<file path="config.mk">
export PLATFORM = sky130hd
export DESIGN_NAME = opnd_shifter
export DESIGN_NICKNAME = d
export VERILOG_FILES = /design/src/rtl/opnd_shifter_pkg.sv /design/src/rtl/opnd_amt_decode.sv /design/src/rtl/opnd_rot_net.sv /design/src/rtl/opnd_shift_core.sv /design/src/rtl/opnd_out_stage.sv /design/src/rtl/opnd_shifter.sv
export SDC_FILE = /design/constraint.sdc
export NUM_CORES = 1
export LEC_CHECK = 0
export CAP_MARGIN = 20
export CORE_MARGIN = 2
export CORE_UTILIZATION = 40
export CTS_CLUSTER_DIAMETER = 120
export DETAILED_ROUTE_END_ITERATION = 10
export DONT_BUFFER_PORTS = 1
export GPL_TIMING_DRIVEN = 0
export PLACE_DENSITY_LB_ADDON = 0.25
export RECOVER_POWER = 25
export SLEW_MARGIN = 15
export SYNTH_ARGS = -nofsm -noshare
export SYNTH_HDL_FRONTEND = slang
export SYNTH_SLANG_ARGS = --single-unit
</file>
<file path="constraint.sdc">
create_clock -name clk -period 4.15 [get_ports clk]
set_input_delay 0.2075 -clock clk [delete_from_list [all_inputs] [get_ports clk]]
set_output_delay 0.2075 -clock clk [all_outputs]
set_load 0.005 [all_outputs]
</file>
<file path="src/rtl/opnd_shifter_pkg.sv">
`timescale 1ns/1ps
package opnd_shifter_pkg;
  typedef enum logic [1:0] {
    SHK_LSL = 2'd0,
    SHK_LSR = 2'd1,
    SHK_ASR = 2'd2,
    SHK_ROR = 2'd3
  } shift_kind_e;

  typedef enum logic [1:0] {
    OPM_PASS   = 2'd0,
    OPM_SHIFT  = 2'd1,
    OPM_RRX    = 2'd2,
    OPM_IMMROT = 2'd3
  } op_mode_e;
endpackage

</file>
<file path="src/rtl/opnd_amt_decode.sv">
`timescale 1ns/1ps
module opnd_amt_decode
  import opnd_shifter_pkg::*;
#(
  parameter int DATA_W = 32,
  parameter int AMT_W  = 8,
  localparam int IMM_W = $clog2(DATA_W),
  localparam int EFF_W = (AMT_W > IMM_W + 1) ? AMT_W : IMM_W + 1
) (
  input  shift_kind_e        kind,
  input  logic [AMT_W-1:0]   amt,
  input  logic               src_reg,
  input  logic               rot_imm,
  output op_mode_e           mode,
  output logic [EFF_W-1:0]   eff_amt
);
  localparam logic [EFF_W-1:0] FULL_AMT = EFF_W'(DATA_W);

  logic [IMM_W-1:0] imm_field;
  assign imm_field = amt[IMM_W-1:0];

  always_comb begin
    mode    = OPM_PASS;
    eff_amt = '0;
    if (rot_imm) begin
      mode = OPM_IMMROT;
    end else if (!src_reg) begin
      if (imm_field == '0) begin
        case (kind)
          SHK_LSL: mode = OPM_PASS;
          SHK_ROR: mode = OPM_RRX;
          default: begin
            mode    = OPM_SHIFT;
            eff_amt = FULL_AMT;
          end
        endcase
      end else begin
        mode    = OPM_SHIFT;
        eff_amt = EFF_W'(imm_field);
      end
    end else if (amt == '0) begin
      mode = OPM_PASS;
    end else begin
      mode    = OPM_SHIFT;
      eff_amt = EFF_W'(amt);
    end
  end
endmodule

</file>
<file path="src/rtl/opnd_rot_net.sv">
`timescale 1ns/1ps
module opnd_rot_net #(
  parameter int DATA_W = 32,
  localparam int IMM_W = $clog2(DATA_W)
) (
  input  logic [DATA_W-1:0] din,
  input  logic [IMM_W-1:0]  amt,
  output logic [DATA_W-1:0] dout
);
  logic [IMM_W:0][DATA_W-1:0] stage;

  assign stage[0] = din;

  generate
    for (genvar s = 0; s < IMM_W; s++) begin : g_stage
      localparam int SH = 1 << s;
      assign stage[s+1] = amt[s] ? {stage[s][SH-1:0], stage[s][DATA_W-1:SH]}
                                 : stage[s];
    end
  endgenerate

  assign dout = stage[IMM_W];
endmodule

</file>
<file path="src/rtl/opnd_shift_core.sv">
`timescale 1ns/1ps
module opnd_shift_core
  import opnd_shifter_pkg::*;
#(
  parameter int DATA_W = 32,
  parameter int AMT_W  = 8,
  localparam int IMM_W = $clog2(DATA_W),
  localparam int EFF_W = (AMT_W > IMM_W + 1) ? AMT_W : IMM_W + 1
) (
  input  op_mode_e          mode,
  input  shift_kind_e       kind,
  input  logic [EFF_W-1:0]  eff_amt,
  input  logic [DATA_W-1:0] value,
  input  logic              carry_in,
  input  logic              setflags,
  output logic [DATA_W-1:0] result,
  output logic              carry_out
);
  localparam logic [EFF_W-1:0]  FULL_AMT = EFF_W'(DATA_W);
  localparam logic [DATA_W-1:0] ONES     = '1;

  logic [IMM_W-1:0]  amt_lo;
  logic [IMM_W-1:0]  amt_neg;
  logic [DATA_W-1:0] rot_right;
  logic [DATA_W-1:0] rot_left;
  logic [DATA_W-1:0] mask_lo;
  logic [DATA_W-1:0] mask_hi;
  logic              in_range;
  logic              exact_full;
  logic              sign_bit;
  logic              raw_carry;

  assign amt_lo     = eff_amt[IMM_W-1:0];
  assign amt_neg    = -amt_lo;
  assign mask_lo    = ONES >> amt_lo;
  assign mask_hi    = ONES << amt_lo;
  assign in_range   = eff_amt < FULL_AMT;
  assign exact_full = eff_amt == FULL_AMT;
  assign sign_bit   = value[DATA_W-1];

  opnd_rot_net #(.DATA_W(DATA_W)) u_rot_right (
    .din  (value),
    .amt  (amt_lo),
    .dout (rot_right)
  );

  opnd_rot_net #(.DATA_W(DATA_W)) u_rot_left (
    .din  (value),
    .amt  (amt_neg),
    .dout (rot_left)
  );

  always_comb begin
    result    = value;
    raw_carry = carry_in;
    case (mode)
      OPM_PASS: begin
        result    = value;
        raw_carry = carry_in;
      end
      OPM_IMMROT: begin
        result    = value;
        raw_carry = sign_bit;
      end
      OPM_RRX: begin
        result    = {carry_in, value[DATA_W-1:1]};
        raw_carry = value[0];
      end
      default: begin
        case (kind)
          SHK_LSL: begin
            if (in_range) begin
              result    = rot_left & mask_hi;
              raw_carry = rot_left[0];
            end else begin
              result    = '0;
              raw_carry = exact_full ? value[0] : 1'b0;
            end
          end
          SHK_LSR: begin
            if (in_range) begin
              result    = rot_right & mask_lo;
              raw_carry = rot_right[DATA_W-1];
            end else begin
              result    = '0;
              raw_carry = exact_full ? sign_bit : 1'b0;
            end
          end
          SHK_ASR: begin
            if (in_range) begin
              result    = (rot_right & mask_lo) | ({DATA_W{sign_bit}} & ~mask_lo);
              raw_carry = rot_right[DATA_W-1];
            end else begin
              result    = {DATA_W{sign_bit}};
              raw_carry = sign_bit;
            end
          end
          default: begin
            result    = rot_right;
            raw_carry = rot_right[DATA_W-1];
          end
        endcase
      end
    endcase
  end

  assign carry_out = setflags ? raw_carry : carry_in;
endmodule

</file>
<file path="src/rtl/opnd_out_stage.sv">
`timescale 1ns/1ps
module opnd_out_stage #(
  parameter int DW      = 33,
  parameter bit REG_OUT = 1'b1
) (
  input  logic          clk,
  input  logic          rst_n,
  input  logic          in_valid,
  output logic          in_ready,
  input  logic [DW-1:0] in_data,
  output logic          out_valid,
  input  logic          out_ready,
  output logic [DW-1:0] out_data
);
  generate
    if (REG_OUT) begin : g_reg
      logic          full_q;
      logic [DW-1:0] data_q;

      assign in_ready  = !full_q || out_ready;
      assign out_valid = full_q;
      assign out_data  = data_q;

      always_ff @(posedge clk or negedge rst_n) begin
        if (!rst_n) begin
          full_q <= 1'b0;
          data_q <= '0;
        end else if (in_ready) begin
          full_q <= in_valid;
          if (in_valid) data_q <= in_data;
        end
      end
    end else begin : g_comb
      assign in_ready  = out_ready;
      assign out_valid = in_valid;
      assign out_data  = in_data;
    end
  endgenerate
endmodule

</file>
<file path="src/rtl/opnd_shifter.sv">
`timescale 1ns/1ps
module opnd_shifter
  import opnd_shifter_pkg::*;
#(
  parameter int DATA_W  = 32,
  parameter int AMT_W   = 8,
  parameter bit REG_OUT = 1'b1,
  localparam int IMM_W  = $clog2(DATA_W),
  localparam int EFF_W  = (AMT_W > IMM_W + 1) ? AMT_W : IMM_W + 1
) (
  input  logic              clk,
  input  logic              rst_n,
  input  logic              in_valid,
  output logic              in_ready,
  input  logic [DATA_W-1:0] in_value,
  input  logic [1:0]        in_kind,
  input  logic [AMT_W-1:0]  in_amt,
  input  logic              in_amt_src,
  input  logic              in_rot_imm,
  input  logic              in_setflags,
  input  logic              in_carry,
  output logic              out_valid,
  input  logic              out_ready,
  output logic [DATA_W-1:0] out_value,
  output logic              out_carry
);
  shift_kind_e       kind;
  op_mode_e          mode;
  logic [EFF_W-1:0]  eff_amt;
  logic [DATA_W-1:0] core_value;
  logic              core_carry;

  assign kind = shift_kind_e'(in_kind);

  opnd_amt_decode #(.DATA_W(DATA_W), .AMT_W(AMT_W)) u_decode (
    .kind    (kind),
    .amt     (in_amt),
    .src_reg (in_amt_src),
    .rot_imm (in_rot_imm),
    .mode    (mode),
    .eff_amt (eff_amt)
  );

  opnd_shift_core #(.DATA_W(DATA_W), .AMT_W(AMT_W)) u_core (
    .mode      (mode),
    .kind      (kind),
    .eff_amt   (eff_amt),
    .value     (in_value),
    .carry_in  (in_carry),
    .setflags  (in_setflags),
    .result    (core_value),
    .carry_out (core_carry)
  );

  opnd_out_stage #(.DW(DATA_W + 1), .REG_OUT(REG_OUT)) u_out (
    .clk       (clk),
    .rst_n     (rst_n),
    .in_valid  (in_valid),
    .in_ready  (in_ready),
    .in_data   ({core_carry, core_value}),
    .out_valid (out_valid),
    .out_ready (out_ready),
    .out_data  ({out_carry, out_value})
  );
endmodule

</file>
==> flow_results.org, run 1 <==
** Status
- The run finished, with violations left.
- The checks that failed: max-capacitance violations, max-slew violations, negative setup slack.

** Logic synthesis
- The synthesized netlist occupies a cell area of 0.00750 mm^2.
- The synthesized design contains 0 enable-type register cells.
- After synthesis, the largest family of logic cells by area is multiplexers.
- Mean Syn Cell Area :: 8.43 um^2
- Yosys top cell area share :: 20.7%
- Biggest area contributors in the synthesized netlist :: mux4_2 (21%), mux2i_1 (13%), dfrtp_1 (11%)
- Synth async-reset ratio :: 100%
- The synthesized netlist devotes 24.6% of its cell area to compound gates.
- The number of nets handed over by synthesis was 952.
- Fraction of the mapped netlist area in simple logic gates :: 16.2%
- Post-Synthesis Cells :: 889
- Synth cell count leaders :: mux2i_1 (99), a21oi_1 (91), nand2_1 (87)
- Of the total synthesized cell area, the portion taken by XOR and XNOR cells is 0%.
- Synthesis-stage register bit count :: 34
- Adder-cell area share of the yosys netlist :: 2.17%
- Post-synthesis cell type with the largest combined area :: mux4_2
- Synthesis Warnings :: 0
- Predominant post-synthesis flop cell :: dfrtp_1
- Measured against the total synthesized area, the mux share comes to 38.8%.
- Library cell with the highest instance count after synthesis :: mux2i_1
- Counting distinct cell types in the post-synthesis netlist gives 73.
- For this run, the register share of the synthesized area comes to 11.3%.

** Placed design
- The count of buffers added on input and output ports is 0.
- GP Congestion :: 1.04
- DP Wirelength :: 34500 um
- Before CTS, the worst setup slack after placement is -1.10 ns.

** Global route
- Number of antenna violations at the first check in global routing :: 1
- Maximum number of pins on one net before global-route repair :: 35
- The first global-routing pass estimated 62300 um of wire.
- The via count of the first global-routing pass came to 8259.
- Total congestion overflow :: 0
- Total routing resource utilization after global routing :: 44.0%

** Die
- The initial utilization of the core area, before any placement, comes to 40.5%.
- After floorplanning, the core was sized to cover 0.0185 mm^2.
- The initialized floorplan defines 50 standard-cell rows.
- Die Span Y :: 141 um
- Die Area :: 0.0199 mm^2
- Horiz. Die Dim :: 141 um
- 85 I/O pins were placed.

** Timing
- Max Transition Viols Final :: 35
- Minimum period implied by the final worst setup slack :: 4.16 ns
- Highest achievable clock rate :: 240 MHz
- Clock skew on the completed layout was measured at 0.00231 ns.
- Min setup slack post-route :: -0.00961 ns
- Hold Fails Final Rpt :: 0
- Final setup vio count :: 1
- Period utilisation layout :: 100%
- Setup repair after global routing left no endpoint under its margin.
- Actual slew at the worst max-slew pin :: 1.86 ns
- Headroom to the max-slew limit :: -23.9%

** Flow run
- Number of max-capacitance violations reported :: 1

** Finish
- Cells fill 43.0% of the core in the end.
- 0 antenna diodes ended up in the layout.
- Area of combinational cells with multiple inputs :: 0.00613 mm^2
- The final layout contains 961 nets.
- Cells with a size suffix above 1 make up 14.7% of the layout.
- Final-layout fill cell count :: 1900
- Footprint of the flip-flops and latches :: 851 um^2
- P&R area growth vs syn :: 6.22%

** Clock tree
- CTS sink cnt :: 34
- Setup bufs post-CTS :: 0
- TritonCTS clock tree :: built
- Num CTS Buffers :: 5
- After clock tree synthesis, the clock-pin slew on the worst setup and hold paths is 0.05 ns.
- In this run the clock root is driven by a clkbuf_16.
- At the later pin of the worst-skew pair, clock insertion delay measures 0.28 ns.
- The H-tree was split into 2 levels.
- Maximum root-to-sink buffer count :: 2

** Worst setup path
- STA classifies the critical path startpoint as a primary input.
- Critical-path maximum fanout :: 10
- Data on the critical path is required at its endpoint by 4.23 ns.
- The number of cells on the worst reg-to-reg path is 7.
- Data arrives at the worst endpoint at 4.24 ns.
- STA classifies the critical path endpoint as a register.
- Register-to-register path setup slack :: 1.36 ns
- Crit path kind :: primary input to register

** Drt
- For this run, design rule violations remaining after detail routing come to 0.
- Summed over all layers, the routed wires come to 44400 um.
- Initial DRT Pass Iterations :: 6
- Average wire per standard cell :: 39.2 um
- The detailed router placed 8839 vias in this run.
- For this block, the initial DRC count from the detailed router was 1291.
- In the routed layout, each cell is associated on average with a via count of 7.80.
- Residual antenna-violating net count after detailed routing :: 0

** Power
- The analysis attributes to net switching a power of 1040 uW.
- Clock network fraction of total power :: 17.6%
- Switching Fraction :: 48.9%
- Of the total power, registers draw 20.3%.
- Dividing total power by cell area gives a power density of 268 mW/mm^2.
- Share of total power in combinational logic :: 62.1%
- The analysis attributes to cell leakage a power of 0.00302 uW.
- Maximum resistive drop on vdd :: 139 uV
- Total power draw :: 2130 uW
- Int Pwr :: 1090 uW

** Min path
- Hold path cells :: 1
- Class of the most critical hold timing path :: primary input to register
power by group through the flow:
stage          sequential (uW)  combinational (uW)  clock (uW)
5_1_grt                    438                1360         388
6_report                   433                1320         375
2_1_floorplan              421                 823           0
3_5_place_dp               439                1240           0
4_1_cts                    434                1260         372
3_3_place_gp               438                1250           0
registers in the layout, summed over array words and instances, names as in the netlist:
signal,cells
u_out.out_data,33
u_out.out_valid,1
metrics by stage:
step | TNS (ns) | std cells | cell area [um^2] | hold WS, ns
finish | -0.00961 | 1133 | 7960 | 0.0444
detailed placement | -26.79 | 1125 | 7800 | -0.0876
floorplan | 0 | 889 | 7500 | -0.0881
global placement | -26.99 | 1123 | 7790 | -0.0875
global route | 0 | 1133 | 7960 | 0.0496
CTS | 0 | 1133 | 7980 | 0.0444
timing repair:
action,in CTS,in global routing
gates resized for setup,6,6
endpoints found under the hold margin,34,0
hold buffers,2,0
gates cloned,0,0
endpoints found under the setup margin,33,6
cell families (layout without fill, tap and decap cells):
kind of cell / count (synthesis) / after routing
AOI/OAI and AO/OA: 275 / 275
and+or+nand+nor: 262 / 262
muxes: 188 / 188
buffers and inverters: 117 / 127
DFF: 34 / 34
adders and majority gates: 13 / 13
layout make-up:
cell class	instances	share of cell area, %
Clock inverter	1	0.0628
Tap cell	234	3.68
Clock buffer	7	1.79
Timing Repair Buffer	4	0.267
Multi-Input combinational cell	738	77.0
Inverter	18	0.911
Buffer	97	5.59
Sequential cell	34	10.7
worst max-delay path: stages:
cell and delay, ns:
clkbuf_1 0.64, nor3_1 0.16, a31o_2 0.32, inv_1 0.08, ha_1 0.15, clkbuf_1 0.52, nand3_1 0.68, a2111oi_1 1.26
a21oi_1 0.20
routing by layer:
layer  wire, um  up-vias  part of all wire, %  GRT usage [%]
met5          0        -                    0              0
met3       5320      166                   12           10.4
met4       3180        0                  7.2           23.6
li1           -     3543                    -              -
met1      16900     4368                   38           59.1
met2      19000      762                   43           65.8
placed cells by master, fill, tap and decap left out, types with 6 or more instances in the layout:
cell      instances
a211oi_1          7
a21oi_1          91
a221oi_1         33
a22oi_1          12
a31oi_1          22
buf_1            11
buf_2            17
buf_6             6
clkbuf_1         63
dfrtp_1          34
ha_1             12
inv_1            13
mux2_2           10
mux2i_1          98
mux4_1            6
mux4_2           71
nand2_1          87
nand2b_1          7
nand3_1          31
nand4_1           9
nor2_1           67
nor2b_1           8
nor3_1           23
o21ai_0          32
o221ai_1          6
o31a_1            9
final timing paths:
path / endpoint / start
setup / recovery: u_out.out_data[4] / in_amt[3]
setup reg to reg: u_out.out_data[2] / u_out.out_valid
hold / removal: u_out.out_valid / in_valid
min in group asynchronous: u_out.out_data[3] / rst_n
hold reg to reg: u_out.out_data[31] / u_out.out_data[31]
max in group asynchronous: u_out.out_data[16] / rst_n
Power figures use the tool's default switching activity.
==> run 2, diff against run 1 <==
CORE_ASPECT_RATIO = 0.5   (was unset)
PLACE_DENSITY_LB_ADDON = unset   (was 0.25)
clock period = 3.3 ns   (was 4.15 ns; I/O delays follow)
==> run 2 against run 1 <==
  * The run ends with max-capacitance violations, max-slew violations left
  * Clock-buffer cell count shrank 1
  * Clock power rose by 39%
  * Register-to-register slack got worse by 0.43 ns
  * Highest routed layer is now met5
==> flow_results.org, run 2 (synthesized netlist as in run 1, its figures left out) <==
** Finish
- The share of layout cells above drive strength 1 came to 18.7% (+4.0 points).
- The number of nets in the layout was 970 (+0.94%).
- Antenna diode count :: 0 (unchanged)
- Leading cell types in the layout, fill and taps excluded :: mux2i_1 (92), a21oi_1 (91), nand2_1 (87)
- P&R area growth vs syn :: 10.3%
- Number of flip-flops under the largest register name :: 33 (unchanged)
- The summed area of non-filler cells in the final layout is 0.00827 mm^2 (+3.9%).
- Commonest non-fill, non-tap cell in the layout :: mux2i_1

** Timing
- The total negative setup slack was 0 ns (+0.00961 ns).
- Skew final :: 0.00967 ns (+0.00736 ns)
- The final count of hold timing violations was 0 (unchanged).
- Timing would allow up to 306 MHz.
- The post-layout worst setup margin is 0.0295 ns (+0.0391 ns).
- After layout, the worst path uses 99.1% of the clock period.
- Headroom to the max-slew limit :: -29.0% (-5.1 points)
- The smallest clock period supported by the final layout is computed as 3.27 ns.
- The final number of max-transition violations is 35 (unchanged).
- The final setup violation count was 0 (-1).
- Actual slew at the worst max-slew pin :: 1.93 ns (+0.0765 ns)

** Die
- The die extent in y came to 101 um (-28%).
- Number of primary I/O pins :: 85 (unchanged)
- The core box area was 0.0184 mm^2 (-0.68%).
- The initial core utilization came to 40.8% (+0.28 points).
- Horiz. Die Dim :: 198 um (+40%)
- The placement row count is 35 (-30%).
- Die Area :: 0.0199 mm^2 (+0.33%)

** Placed design
- The weighted congestion reported at the end of routability-driven placement was 1.14 (+9.8%).
- The count of input and output buffers is 0 (unchanged).
- Post-place setup slack :: -0.955 ns (+0.149 ns)
- Total cell area at the placement stage :: 0.00789 mm^2 (+1.1%)
- DP Wirelength :: 36600 um (+5.9%)

** Clock tree
- CTS sink cnt :: 34 (unchanged)
- The worst-case clock buffer depth was 2 (unchanged).
- The number of levels the H-tree was split into is 2 (unchanged).
- The root buffer cell chosen for the clock tree is clkbuf_16.
- TritonCTS built the clock tree.
- Clock latency of the later-clocked register in the worst-skew pair :: 0.30 ns (+0.02 ns)
- The number of buffers created by CTS was 5 (unchanged).
- The clock slew at the register clock pins of the worst setup and hold paths was 0.06 ns (about the same).

** Drt
- The number of iterations in the first detailed-routing pass was 6 (unchanged).
- Wire length reported by the detailed router :: 47100 um (+6.2%)
- Starting DRC count in detailed routing :: 1339 (+3.7%)
- DR vias/cell :: 7.95 (+2.0%)
- Residual antenna-violating net count after detailed routing :: 0 (unchanged)
- The total vias in the final route was 9131 (+3.3%).
- The detailed-route wire length per cell is 41.0 um (+4.8%).
- # DRC :: 0 (unchanged)

** Power
- PD cells :: 351 mW/mm^2 (+31%)
- Static Leakage :: 0.00312 uW (+3.3%)
- Maximum resistive drop on vdd :: 199 uV (+43%)

** Worst setup path
- Crit start category :: primary input
- Crit path kind :: primary input to register
- Critical Path RT :: 3.42 ns (-0.81 ns)
- The critical-path maximum fanout is 10 (unchanged).
- The worst path arrival time came to 3.40 ns (-0.84 ns).
- The worst setup path is captured at a register.

** Global route
- Total congestion overflow :: 0 (unchanged)
- The via count of the first global-routing pass came to 8354 (+1.2%).
- Global-route wire length before repair :: 65300 um (+4.7%)
- Maximum number of pins on one net before global-route repair :: 35 (unchanged)
- The number of antenna violations at the first check in global routing came to 3 (+2).
- Total routing resource utilization after global routing :: 47.2% (+3.2 points)

** Min path
- Class of the most critical hold timing path :: primary input to register

** Flow run
- The reported max-cap violation count came to 1 (unchanged).

** Status
- The run finished, with violations left.
- Failing checks :: max-capacitance violations, max-slew violations
[run 2: cell count changes in the layout (fill, tap and decap cells not counted), sizes merged]
cell / delta
buf: +5
clkbuf: +2
clkinv: +1
clkinvlp: +1
dlygate4sd3: +1
inv: -1
[run 2: timing repair]
item	in CTS	in global routing
endpoints found under the hold margin	35	0
cloned	0	0
resized for setup	31	24
pin swaps	2	2
setup endpoints to repair	31	23
buffers inserted	3	9
hold buffers	3	0
[run 2: layout make-up]
cell class / count / area (um^2)
Clock buffer: 6 / 139
Multi-Input combinational cell: 738 / 6250
Timing Repair Buffer: 15 / 114
Sequential cell: 34 / 851
Inverter: 18 / 95.1
Clock inverter: 2 / 12.5
Buffer: 95 / 515
Tap cell: 240 / 300
Fill cell: 1889 / 10100
[run 2: worst paths after layout]
check,slack (ns),cells after the start,from,to
max reg2reg,0.93,7,u_out.out_valid,u_out.out_data[4]
max in group asynchronous,1.23,2,rst_n,u_out.out_data[31]
min,0.17,2,out_ready,u_out.out_valid
max,0.03,8,in_amt[3],u_out.out_data[20]
min in group asynchronous,0.96,2,rst_n,u_out.out_data[4]
min reg2reg,0.54,2,u_out.out_data[31],u_out.out_data[31]
[run 2: critical path: stages]
cell	delay [ns]
clkbuf_2	0.27
nand2b_1	0.14
buf_2	0.26
clkbuf_1	0.61
clkbuf_1	0.60
mux2i_1	0.31
a2111oi_1	0.86
a21oi_1	0.16
[run 2: per-stage QoR]
stage               cells  util (%)  power [uW]  hold slack, ns
floorplan             889         -        1580          -0.131
global placement     1129      42.9        2190          -0.130
detailed placement   1129      42.9        2190          -0.130
CTS                  1141      44.5        2750           0.176
global route         1148      45.0        2940           0.196
finish               1148      45.0        2900           0.169
[run 2: metal layers]
metal / global-route usage (%) / part of all wire, % / vias to the layer above
met5: 0 / 0.017 / -
met4: 11.3 / 3.9 / 2
met3: 23.0 / 18 / 148
met2: 64.3 / 37 / 890
met1: 66.1 / 40 / 4536
li1: - / - / 3555
[run 2: power breakdown]
part / switching [uW] / leakage [uW] / internal [uW] / total, uW
combinational: 1200 / 0.00263 / 634 / 1840
sequential: 61.5 / 0.000423 / 483 / 545
clock: 222 / 0.0000729 / 300 / 522
total: 1490 / 0.00312 / 1420 / 2900
==> run 3, diff against run 2 <==
ABC_AREA = 1   (was unset)
REMOVE_ABC_BUFFERS = 1   (was unset)
==> run 3 against run 2 <==
  * Critical path depth increased by 4
  * Fmax grew 2.2%
  * The flow still finishes with violations (max-capacitance violations, max-slew violations)
  * Sequential share of layout area up 0.68 points
  * Setup slack improved by 0.070 ns
  * Cell count rose by 39%
  * Via count grew 13%
  * Non-clock buffer count decreased by 97
  * Power decreased by 9.7%
  * Sequential power is 0.9% higher
  * Clock skew fell by 0.0044 ns
==> flow_results.org, run 3 <==
** Drt
- The detailed-route wire length per cell came to 25.3 um (-38%).
- The number of iterations in the first detailed-routing pass is 9 (+3).
- DR vias/cell :: 6.47 (-19%)
- The number of DRC violations after detailed routing is 0 (unchanged).
- Starting DRC count in detailed routing :: 1765 (+32%)
- The number of routed nets with antenna violations came to 0 (unchanged).
- The total vias in the final route came to 10300 (+13%).
- The detailed-route wire length is 40500 um (-14%).

** Finish
- Commonest non-fill, non-tap cell in the layout :: nand2_1
- The summed area of non-filler cells in the final layout is 0.00776 mm^2 (-6.2%).
- Antenna diode count :: 0 (unchanged)
- The flip-flop count of the largest register, all copies and words added was 33 (unchanged).
- The number of nets in the layout was 1421 (+46%).
- The top cell types in the final layout, fill and taps aside, are nand2_1 (501), nand3_1 (309), inv_1 (87).
- The share of layout cells above drive strength 1 was 6.03% (-13 points).
- Final core utilization :: 42.2% (-2.8 points)
- P&R area growth vs syn :: 3.25%

** Min path
- Worst min-delay path endpoint :: u_out.out_data[32]
- The tightest min-delay check is of the primary input to register type.
- The startpoint identified for the worst hold timing path is in_carry.
- The number of instances on the worst hold path is 2 (unchanged).

** Global route
- Vias in the first global route :: 8814 (+5.5%)
- Maximum number of pins on one net before global-route repair :: 61 (+74%)
- Total routing resource utilization after global routing :: 39.7% (-7.5 points)
- The number of antenna violations at the first check in global routing came to 2 (-1).
- The first-pass GRT wire length was 58200 um (-11%).
- Total congestion overflow :: 0 (unchanged)

** Worst setup path
- The length in cells of the worst reg-to-reg path is 6 (-1).
- The cell family contributing the most delay on the critical path is simple AND/OR/NAND/NOR gates.
- Cell Chain, Critical Path :: inv_12 -> nand2_8 -> inv_2 -> nor2_1 -> nand2_1 -> nand2_2 -> inv_6 -> nand3_1 -> nand4_1 -> a21oi_1 -> o21ai_1 -> nand2_1
- STA classifies the critical path startpoint as a primary input.
- Largest stage delay, worst path :: 0.64 ns (-0.22 ns)
- Register-to-register path setup slack :: 1.47 ns (+0.54 ns)
- Crit path kind :: primary input to register
- Nature of the critical path endpoint :: register
- The buffering stage count on the worst path with inverters included came to 3 (-1).
- The required time of the worst setup path was 3.45 ns (+0.03 ns).
- Start point of the critical path :: in_rot_imm
- Worst-path cell with the longest stage delay :: inv_2
- Cell repeated most along the worst path :: nand2_1
- The startpoint identified for the worst register-to-register timing path is u_out.out_valid.
- The endpoint identified for the worst register-to-register timing path is u_out.out_data[0].
- The worst path arrival time is 3.35 ns (-0.05 ns).
- The critical-path maximum fanout came to 46 (+36).

** Logic synthesis
- Share of the yosys chip area belonging to registers :: 11.3% (-0.028 points)
- Library cell with the highest instance count after synthesis :: nand2_1
- Biggest area contributors in the synthesized netlist :: nand2_1 (25%), nand3_1 (21%), dfrtp_1 (11%)
- The number of instances in the synthesized netlist was 1433 (+61%).
- The async set-or-reset flop fraction in the synthesized netlist was 100% (unchanged).
- For this run, the leading register cell type out of synthesis is dfrtp_1.
- Synth cell count leaders :: nand2_1 (503), nand3_1 (309), inv_1 (89)
- The post-synthesis average cell area came to 5.24 um^2 (-38%).
- The mapped cell area is 0.00752 mm^2 (+0.25%).
- The synthesis-stage register bit count is 34 (unchanged).
- The number of synthesis warnings came to 0 (unchanged).
- The number of synthesized flops with an enable pin is 0 (unchanged).
- Yosys top cell area share :: 25.1% (+4.4 points)
- Count of different cell masters after synthesis :: 41 (-44%)
- The biggest area contributor in the post-synthesis netlist is nand2_1.

** Die
- The die extent in y is 101 um (+0.12%).
- Row cnt :: 35 (unchanged)
- The core box area was 0.0184 mm^2 (unchanged).
- Die Area :: 0.0200 mm^2 (+0.25%)
- The initial core utilization is 40.9% (+0.10 points).
- The number of primary I/O pins was 85 (unchanged).
- The die boundary width came to 198 um (+0.12%).

** Timing
- Max Transition Viols Final :: 35 (unchanged)
- Setup repair after global routing left no endpoint under its margin.
- The maximum clock rate came to 312 MHz (+2.2%).
- Skew final :: 0.00523 ns (-0.00444 ns)
- Headroom to the max-slew limit :: -23.8% (+5.2 points)
- Hold Fails Final Rpt :: 0 (unchanged)
- Minimum period implied by the final worst setup slack :: 3.20 ns (-0.0700 ns)
- Period utilisation layout :: 97.0% (-2.1 points)
- The transition time at the pin with the least slew margin is 1.86 ns (-0.0781 ns).
- Final setup vio count :: 0 (unchanged)

** Clock tree
- TritonCTS built the clock tree.
- Clock latency of the later-clocked register in the worst-skew pair :: 0.28 ns (-0.02 ns)
- The number of buffers created by CTS was 5 (unchanged).
- The worst-case clock buffer depth came to 2 (unchanged).
- Post-CTS clock slew at the launch and capture registers of the worst setup and hold paths :: 0.05 ns (about the same)
- CTS sink cnt :: 34 (unchanged)
- The cell sitting at the root of the clock tree is a clkbuf_16.
- The number of levels the H-tree was split into came to 2 (unchanged).

** Power
- Maximum resistive drop on vdd :: 188 uV (-5.4%)
- The total power per unit cell area is 338 mW/mm^2 (-3.8%).
- The leakage power came to 0.00376 uW (+20%).

** Placed design
- The count of input and output buffers is 0 (unchanged).
- DP Wirelength :: 29800 um (-18%)
- Total cell area at the placement stage :: 0.00742 mm^2 (-5.9%)
- GP Congestion :: 1.01 (-12%)

** Status
- The checks that failed: max-capacitance violations, max-slew violations.
- The flow ran to the end, but the final reports show violations.

** Flow run
- The reported max-cap violation count is 1 (unchanged).
[run 3: cell types whose count changed in the layout (fill, tap and decap cells not counted), sizes merged, moves of 15 or more]
cell	delta
nand2	+426
nand3	+281
mux2i	-99
o21ai	+94
inv	+80
mux4	-77
clkbuf	-63
a21oi	-45
o211ai	+34
buf	-32
nor2	+25
nor3	-19
a221oi	-15
a31oi	-15
[run 3: logic make-up after synthesis]
kind of cell               Yosys count  share of synthesized area [%]
AOI/OAI and AO/OA                  249                           20.0
adders and majority gates           13                           2.16
buffers and inverters              203                           12.2
DFF                                 34                           11.3
muxes                                1                          0.133
and+or+nand+nor                    933                           54.2
[run 3: area by class of cell]
class	count	area [um^2]
Timing Repair Buffer	13	189
Inverter	103	439
Fill cell	2085	10600
Clock inverter	1	5.00
Sequential cell	34	851
Timing Repair inverter	1	7.51
Clock buffer	7	143
Tap cell	240	300
Multi-Input combinational cell	1200	5830
[run 3: metrics by stage]
step / cells / power [uW] / hold WS, ns / setup TNS [ns] / setup WS, ns
2_1_floorplan: 1333 / 1530 / -0.131 / -10.87 / -0.477
3_3_place_gp: 1573 / 1990 / -0.130 / -74.38 / -2.39
3_5_place_dp: 1578 / 2010 / -0.130 / -47.42 / -1.58
4_1_cts: 1592 / 2530 / 0.103 / 0 / 0.0533
5_1_grt: 1599 / 2780 / 0.113 / 0 / 0.0524
6_report: 1599 / 2620 / 0.103 / 0 / 0.0996
[run 3: layer usage]
layer / global-route usage (%) / share of wire (%) / routed length (um) / vias to the layer above
met5: 0 / 0 / 0 / -
met4: 7.98 / 2.1 / 834 / 0
met3: 15.7 / 17 / 6770 / 81
met2: 53.1 / 37 / 15000 / 777
met1: 58.4 / 44 / 17900 / 4820
li1: - / - / - / 4669
[run 3: power by group]
group / total (uW) / switching [uW] / internal (uW) / leakage [uW]
sequential: 550 / 60.3 / 490 / 0.000411
clock: 479 / 179 / 299 / 0.0000739
combinational: 1590 / 1150 / 438 / 0.00327
total: 2620 / 1390 / 1230 / 0.00376
[run 3: timing repair]
item,4_1_cts,5_1_grt
hold buffers,2,0
pin swaps,2,2
endpoints found under the setup margin,33,33
gates cloned,4,1
gates resized for setup,14,7
setup buffers,0,4
hold endpoints to repair,34,0
[run 3: how the worst max path moves through the flow]
stage / to / cells after the start / slack (ns)
floorplan: u_out.out_data[31] / 16 / -0.48
global placement: u_out.out_data[13] / 16 / -2.39
detailed placement: u_out.out_data[7] / 14 / -1.58
CTS: u_out.out_data[5] / 10 / 0.05
global route: u_out.out_data[0] / 13 / 0.05
finish: u_out.out_data[5] / 12 / 0.1
